[src/rtl/rxf_pkg.sv]
package rxf_pkg;

   typedef enum logic [1:0] {
      KIND_UNI   = 2'd0,
      KIND_MULTI = 2'd1,
      KIND_BCAST = 2'd2
   } rxf_kind_e;

   localparam logic [2:0] CFG_STA_HI = 3'd0;
   localparam logic [2:0] CFG_STA_LO = 3'd1;
   localparam logic [2:0] CFG_MAXLEN = 3'd2;
   localparam logic [2:0] CFG_DROP   = 3'd3;
   localparam logic [2:0] CFG_DCARE  = 3'd4;

endpackage

[src/rtl/rxf_cfg_regs.sv]
module rxf_cfg_regs #(
   parameter logic [31:0] MAXLEN_RST = 32'h0000_0600,
   parameter logic [31:0] DCARE_RST  = 32'h0003_FFFF,
   parameter int          BC_BIT     = 9,
   parameter int          MC_BIT     = 8
) (
   input  logic        clk,
   input  logic        rst_n,
   input  logic        cfg_wr,
   input  logic [2:0]  cfg_addr,
   input  logic [31:0] cfg_wdata,
   output logic [47:0] station,
   output logic [15:0] max_len,
   output logic [1:0]  drop_en,
   output logic [1:0]  dcare
);
   import rxf_pkg::*;

   logic [31:0] sta_hi_q;
   logic [15:0] sta_lo_q;
   logic [15:0] max_q;
   logic [1:0]  drop_q;
   logic [1:0]  dcare_q;

   always_ff @(posedge clk) begin
      if (!rst_n) begin
         sta_hi_q <= '0;
         sta_lo_q <= '0;
         max_q    <= MAXLEN_RST[15:0];
         drop_q   <= '0;
         dcare_q  <= {DCARE_RST[BC_BIT], DCARE_RST[MC_BIT]};
      end else if (cfg_wr) begin
         case (cfg_addr)
            CFG_STA_HI: sta_hi_q <= cfg_wdata;
            CFG_STA_LO: sta_lo_q <= cfg_wdata[31:16];
            CFG_MAXLEN: max_q    <= cfg_wdata[15:0];
            CFG_DROP:   drop_q   <= {cfg_wdata[BC_BIT], cfg_wdata[MC_BIT]};
            CFG_DCARE:  dcare_q  <= {cfg_wdata[BC_BIT], cfg_wdata[MC_BIT]};
            default: ;
         endcase
      end
   end

   assign station = {sta_hi_q, sta_lo_q};
   assign max_len = max_q;
   assign drop_en = drop_q;
   assign dcare   = dcare_q;

   // station words land where the octet mapping says
   a_r2_sta_load: assert property (@(posedge clk) disable iff (!rst_n)
      (cfg_wr && cfg_addr == CFG_STA_HI) |=> (station[47:16] == $past(cfg_wdata)));

endmodule

[src/rtl/rxf_frame_track.sv]
module rxf_frame_track #(
   parameter int LEN_W      = 17,
   parameter int ADDR_BYTES = 6,
   parameter bit SATURATE   = 1'b1
) (
   input  logic                    clk,
   input  logic                    rst_n,
   input  logic                    in_valid,
   input  logic [7:0]              in_data,
   input  logic                    in_sop,
   input  logic                    in_eop,
   output logic [8*ADDR_BYTES-1:0] addr_next,
   output logic                    hdr_hit,
   output logic                    end_hit,
   output logic [LEN_W-1:0]        len_next,
   output logic [LEN_W-1:0]        len_q
);
   logic             open_q;
   logic [LEN_W-1:0] cnt_q;
   logic [LEN_W-1:0] cnt_inc;
   logic [LEN_W-1:0] pos;
   logic             take;

   assign take = in_valid && (in_sop || open_q);
   assign pos  = in_sop ? '0 : cnt_q;

   generate
      if (SATURATE) begin : g_sat
         assign cnt_inc = (&cnt_q) ? cnt_q : cnt_q + 1'b1;
      end else begin : g_wrap
         assign cnt_inc = cnt_q + 1'b1;
      end
   endgenerate

   assign len_next = in_sop ? LEN_W'(1) : cnt_inc;

   always_ff @(posedge clk) begin
      if (!rst_n) begin
         open_q <= 1'b0;
         cnt_q  <= '0;
      end else if (take) begin
         open_q <= !in_eop;
         cnt_q  <= len_next;
      end
   end

   generate
      for (genvar b = 0; b < ADDR_BYTES; b++) begin : g_byte
         logic       hit;
         logic [7:0] q;
         assign hit = take && (pos == LEN_W'(b));
         always_ff @(posedge clk) begin
            if (!rst_n)   q <= '0;
            else if (hit) q <= in_data;
         end
         assign addr_next[8*(ADDR_BYTES-b)-1 -: 8] = hit ? in_data : q;
      end
   endgenerate

   assign hdr_hit = take && (pos == LEN_W'(ADDR_BYTES - 1));
   assign end_hit = take && in_eop;
   assign len_q   = cnt_q;

endmodule

[src/rtl/rxf_addr_class.sv]
module rxf_addr_class
   import rxf_pkg::*;
(
   input  logic        clk,
   input  logic        rst_n,
   input  logic [47:0] addr,
   input  logic [47:0] station,
   input  logic [1:0]  drop_en,
   input  logic [1:0]  dcare,
   output logic        pass,
   output rxf_kind_e   kind
);
   logic is_bc, is_mc, bc_ok, mc_ok, uni_ok;

   assign is_bc  = &addr;
   assign is_mc  = addr[40] && !is_bc;
   assign bc_ok  = !(drop_en[1] && !dcare[1]);
   assign mc_ok  = !(drop_en[0] && !dcare[0]);
   assign uni_ok = (addr == station);

   // broadcast is tested first
   always_comb begin
      if (is_bc) begin
         pass = bc_ok;
         kind = KIND_BCAST;
      end else if (is_mc) begin
         pass = mc_ok;
         kind = KIND_MULTI;
      end else begin
         pass = uni_ok;
         kind = KIND_UNI;
      end
   end

   // broadcast don't-care overrides any drop setting
   a_r4_bc_dcare: assert property (@(posedge clk) disable iff (!rst_n)
      ((&addr) && dcare[1]) |-> pass);

   // multicast with drop set and don't-care clear never passes
   a_r5_mc_drop: assert property (@(posedge clk) disable iff (!rst_n)
      (addr[40] && !(&addr) && drop_en[0] && !dcare[0]) |-> !pass);

endmodule

[src/rtl/rxf_dst_filter.sv]
module rxf_dst_filter #(
   parameter int          LEN_W      = 17,
   parameter logic [31:0] MAXLEN_RST = 32'h0000_0600,
   parameter logic [31:0] DCARE_RST  = 32'h0003_FFFF,
   parameter int          BC_BIT     = 9,
   parameter int          MC_BIT     = 8,
   parameter bit          SATURATE   = 1'b1
) (
   input  logic        clk,
   input  logic        rst_n,
   input  logic        cfg_wr,
   input  logic [2:0]  cfg_addr,
   input  logic [31:0] cfg_wdata,
   input  logic        in_valid,
   input  logic [7:0]  in_data,
   input  logic        in_sop,
   input  logic        in_eop,
   output logic        hdr_vld,
   output logic        hdr_pass,
   output logic        dec_vld,
   output logic        dec_pass,
   output logic [1:0]  dec_kind
);
   import rxf_pkg::*;

   localparam int ADDR_BYTES = 6;
   localparam int ADDR_W     = 8 * ADDR_BYTES;

   generate
      if (LEN_W < 16 || LEN_W > 32) begin : g_bad_len
         $error("LEN_W must lie in 16..32");
      end
      if (BC_BIT == MC_BIT || BC_BIT > 31 || MC_BIT > 31 || BC_BIT < 0 || MC_BIT < 0) begin : g_bad_bits
         $error("policy bit positions must be distinct and within a word");
      end
   endgenerate

   logic [ADDR_W-1:0] station, addr_next;
   logic [15:0]       max_len;
   logic [1:0]        drop_en, dcare;
   logic              hdr_hit, end_hit, cls_pass;
   logic [LEN_W-1:0]  len_next, len_q, limit;
   rxf_kind_e         cls_kind;
   logic              len_ok;

   rxf_cfg_regs #(
      .MAXLEN_RST(MAXLEN_RST), .DCARE_RST(DCARE_RST),
      .BC_BIT(BC_BIT), .MC_BIT(MC_BIT)
   ) u_cfg (
      .clk(clk), .rst_n(rst_n), .cfg_wr(cfg_wr), .cfg_addr(cfg_addr),
      .cfg_wdata(cfg_wdata), .station(station), .max_len(max_len),
      .drop_en(drop_en), .dcare(dcare)
   );

   rxf_frame_track #(
      .LEN_W(LEN_W), .ADDR_BYTES(ADDR_BYTES), .SATURATE(SATURATE)
   ) u_track (
      .clk(clk), .rst_n(rst_n), .in_valid(in_valid), .in_data(in_data),
      .in_sop(in_sop), .in_eop(in_eop), .addr_next(addr_next),
      .hdr_hit(hdr_hit), .end_hit(end_hit), .len_next(len_next), .len_q(len_q)
   );

   rxf_addr_class u_class (
      .clk(clk), .rst_n(rst_n), .addr(addr_next), .station(station),
      .drop_en(drop_en), .dcare(dcare), .pass(cls_pass), .kind(cls_kind)
   );

   assign limit  = LEN_W'(max_len);
   assign len_ok = (len_next >= LEN_W'(ADDR_BYTES)) && (len_next <= limit);

   always_ff @(posedge clk) begin
      if (!rst_n) begin
         hdr_vld  <= 1'b0;
         hdr_pass <= 1'b0;
         dec_vld  <= 1'b0;
         dec_pass <= 1'b0;
         dec_kind <= KIND_UNI;
      end else begin
         hdr_vld  <= hdr_hit;
         hdr_pass <= hdr_hit && cls_pass;
         dec_vld  <= end_hit;
         dec_pass <= end_hit && cls_pass && len_ok;
         dec_kind <= end_hit ? cls_kind : KIND_UNI;
      end
   end

   // an accepted frame never exceeds the limit
   a_r7_len_bound: assert property (@(posedge clk) disable iff (!rst_n)
      (dec_vld && len_q > limit) |-> !dec_pass);

   // short frames are always dropped
   a_r8_short_drop: assert property (@(posedge clk) disable iff (!rst_n)
      (dec_vld && len_q < LEN_W'(ADDR_BYTES)) |-> !dec_pass);

   // the header strobe is a single-cycle pulse
   a_r9_hdr_pulse: assert property (@(posedge clk) disable iff (!rst_n)
      hdr_vld |=> !hdr_vld);

   // no byte offered means no strobe in the next cycle
   a_r11_idle_quiet: assert property (@(posedge clk) disable iff (!rst_n)
      !in_valid |=> (!hdr_vld && !dec_vld));

endmodule

[config.mk]
export PLATFORM = sky130hd
export DESIGN_NAME = rxf_dst_filter
export DESIGN_NICKNAME = d
export VERILOG_FILES = /design/src/rtl/rxf_pkg.sv /design/src/rtl/rxf_cfg_regs.sv /design/src/rtl/rxf_frame_track.sv /design/src/rtl/rxf_addr_class.sv /design/src/rtl/rxf_dst_filter.sv
export SDC_FILE = /design/constraint.sdc
export NUM_CORES = 1
export LEC_CHECK = 0
export CORE_AREA = 2 2 135 137
export CTS_CLUSTER_SIZE = 10
export DETAILED_ROUTE_END_ITERATION = 8
export DIE_AREA = 0 0 137 139
export PLACE_DENSITY = 0.65
export SLEW_MARGIN = 10
export SYNTH_ARGS = -nofsm -noshare
export SYNTH_HDL_FRONTEND = slang
export SYNTH_SLANG_ARGS = --single-unit
[constraint.sdc]
create_clock -name clk -period 4.6 [get_ports clk]
set_input_delay 0.92 -clock clk [delete_from_list [all_inputs] [get_ports clk]]
set_output_delay 0.92 -clock clk [all_outputs]
set_load 0.05 [all_outputs]
==> reports/qor.txt <==
Clock power frac - 48.3%
CP peak stage delay - 0.54 ns
post-CTS setup buffer count - 0
FF-to-FF Start - u_track.len_q[0]
Logic pwr share - 9.5%
Levels on crit path - 15
EDFF count, synth - 0
final hold violation count - 0
Syn Area/Cell - 7.364 sq um
Total Routed Length - 25,570 um
pwr dens - 326.3 mW/mm^2
IO Count - 55
Max Transition Viols Final - 0
Clock Tree Buf Depth - 2
setup tns final - 0 ns
Die Ht - 139 um
library cells used by synthesis - 70
worst path cell trace - ha_1 > and3_1 > and3_1 > and2_1 > nor3_1 > xnor2_1 > nor2_1 > ha_1 > nand4_1 > nor3_1 > a2111oi_0 > o211ai_1 > o21ai_0 > o2111ai_1 > a21oi_1
hold crit path type - reg2reg
dpl hpwl - 18,630 um
root buffer cell - clkbuf_16
worst r2r path cells - 15
Net Switching - 0.0007770 W
vias - 7,822
Worst R2R Setup Slack - 0.66 ns
Slowest cell on crit path - dfxtp_1
GRT overflow - 0
Worst setup SP type - register
switching part of the total - 25.98%
Int Pwr - 0.002214 W
top cell type's share of synthesized area - 35.90%
fmax - 253.6 MHz
initial detailed-routing violation count - 994
Slew @ Worst Pin - 1.141 ns
Synth Register Bits - 140
vias per cell - 5.864
dominant cell type by area after synthesis - dfxtp_1
starting density of the core - 44.21%
RR Endpoint - dec_pass
final setup violation count - 0
count leader, synth - nand2_1
largest net degree at the start of global routing - 63
WS Path Type - reg2reg
clk_skew - 0.007956 ns
initial antenna violation count - 0
die width - 137 um
Site Rows - 49
status - complete, no violations
IO Port Bufs - 54
vias in the first global route - 7,293
Core Util, Final - 51.91%
Crit Path Max Fanout - 12
ANT nets after route - 0
VDD IR max - 0.2566 mV
Max Cap Viol - 0
DR DRC count - 0
Ant. Diodes - 0
crit path DAT - 4.30 ns
Final Cycle Share - 85.73%
routed len/inst - 19.17 um
core area - 0.01766 sq mm
Leak Pwr - 3.278 nW
Post-Syn Area - 0.007806 sq mm
Slew Limit Headroom - 23.75%
# resized after CTS - 0
syn_nets - 1,125
Setup crit end kind - register
Clock Sinks - 140
fillcell total - 1,751
CTS tree - built
Post-synth ARST share - 0%
global-route wire length before repair - 40,590 um
CTS Hold Buffers Added - 0
Mapped Cells - 1,060
critical path's top delay family - simple AND/OR/NAND/NOR gates
clk_lat worst skew - 0.43 ns
unrepaired setup endpoints after global routing - false
sequential area share after synthesis - 35.90%
min cycle time layout - 3.944 ns
YS warnings - 0
clk slew on worst S/H paths - 0.06 ns
Area contributors post-synth - dfxtp_1, nand2_1, a21oi_1, nor2_1, clkbuf_1
GPL Wtd Cong - 0.9458
GRT Util Overall - 27.75%
CP startpoint - u_track.len_q[0]
critical path required time - 4.96 ns
CP Buf/Inv Count - 0
Seq pwr share - 42.2%
CTS H-tree lvls - 4
Most used DFF post-synth - dfxtp_1
Critical path destination - dec_pass
Die Area - 0.01904 sq mm
Final nets - 1,157
most instantiated cells after synthesis - nand2_1, dfxtp_1, a21oi_1
first-pass iteration count of the detailed router - 5
layout cells sized above 1 - 6.606%
P&R area growth vs syn - 17.42%
number of buffers created by CTS - 17
-- power groups by stage --
stage / Clock (W) / Sequential [W] / Combinational [W]
2_1_floorplan: 0 / 0.00128 / 0.000164
3_3_place_gp: 0 / 0.00129 / 0.000278
3_5_place_dp: 0 / 0.00129 / 0.000278
4_1_cts: 0.00146 / 0.00126 / 0.000280
5_1_grt: 0.00152 / 0.00126 / 0.000310
6_report: 0.00145 / 0.00126 / 0.000285
-- tightest hold or removal path: cells and delay by family (launching register included) --
kind / cells / cell delay (ns)
flip-flops: 1 / 0.31
AND/OR/NAND/NOR: 1 / 0.05
AO/OA/AOI/OAI: 1 / 0.05
-- layout by cell type (no fill, tap or decap), drive strengths merged, types with 17 or more instances in the layout --
cell type,synthesis,final
xnor2,23,23
dfxtp,140,140
o21ai,23,23
clkbuf,57,18
nand4,26,26
clkdlybuf4s50,0,54
nor2,92,92
inv,51,57
buf,9,25
nand3,17,17
nor3,30,30
mux2i,20,20
a21oi,132,132
nand2,216,216
-- kinds of logic after synthesis --
logic type / after synthesis / synth area share, %
AND/OR/NAND/NOR: 481 / 29.43
AO/OA/AOI/OAI: 245 / 19.04
flip-flops: 140 / 35.90
buffers and inverters: 120 / 6.155
XOR/XNOR: 35 / 3.927
multiplexers: 22 / 2.853
adder cells (fa/ha/maj): 17 / 2.693
-- routing by layer --
layer / global-route usage, % / routed length [um] / share of wire [%]
met5: 0 / 0 / 0
met3: 5.994 / 2450 / 9.6
met2: 38.13 / 10580 / 41
met4: 8.736 / 603 / 2.4
met1: 42.60 / 11940 / 47
-- per-stage QoR --
stage,instances,cell area [sq um],hold slack [ns],worst slack (ns),total power (W)
floorplan,1060,7806,0.4306,1.126,0.001439
global placement,1302,8551,0.4424,0.4212,0.001564
detailed placement,1302,8551,0.4483,0.4329,0.001565
CTS,1334,9164,0.4575,0.7224,0.003002
global route,1334,9166,0.4791,0.2387,0.003093
finish,1334,9166,0.4585,0.6563,0.002991
-- state kept, by name, summed over array words and instances, names as in the netlist --
register,cells
u_cfg.sta_lo_q,16
u_track.g_byte.q,48
dec_vld,1
u_cfg.drop_en,2
dec_kind,2
u_track.len_q,17
dec_pass,1
hdr_pass,1
u_cfg.dcare,2
u_track.open_q,1
hdr_vld,1
u_cfg.sta_hi_q,32
u_cfg.max_len,16
-- area by class of cell --
| class | instances | area, sq um | area share (%) |
|---|---|---|---|
| inverters | 54 | 205.2 | 2.239 |
| repair buffers | 79 | 728.2 | 7.944 |
| well taps | 229 | 286.5 | 3.126 |
| clock buffers | 18 | 429.2 | 4.682 |
| clock inverters | 14 | 183.9 | 2.007 |
| multi-input cells | 800 | 4531 | 49.43 |
| flip-flops and latches | 140 | 2803 | 30.58 |
-- worst min-delay path by stage --
stage,start,to,cells past startpoint
after floorplan,u_cfg.dcare[1],u_cfg.dcare[1],2
after global placement,u_cfg.max_len[4],u_cfg.max_len[4],2
after detailed placement,u_cfg.max_len[8],u_cfg.max_len[8],2
after CTS,u_cfg.max_len[8],u_cfg.max_len[8],2
after global routing,u_cfg.max_len[3],u_cfg.max_len[3],2
final,u_cfg.max_len[1],u_cfg.max_len[1],2
Note: power is estimated with default switching activity, not from simulation.
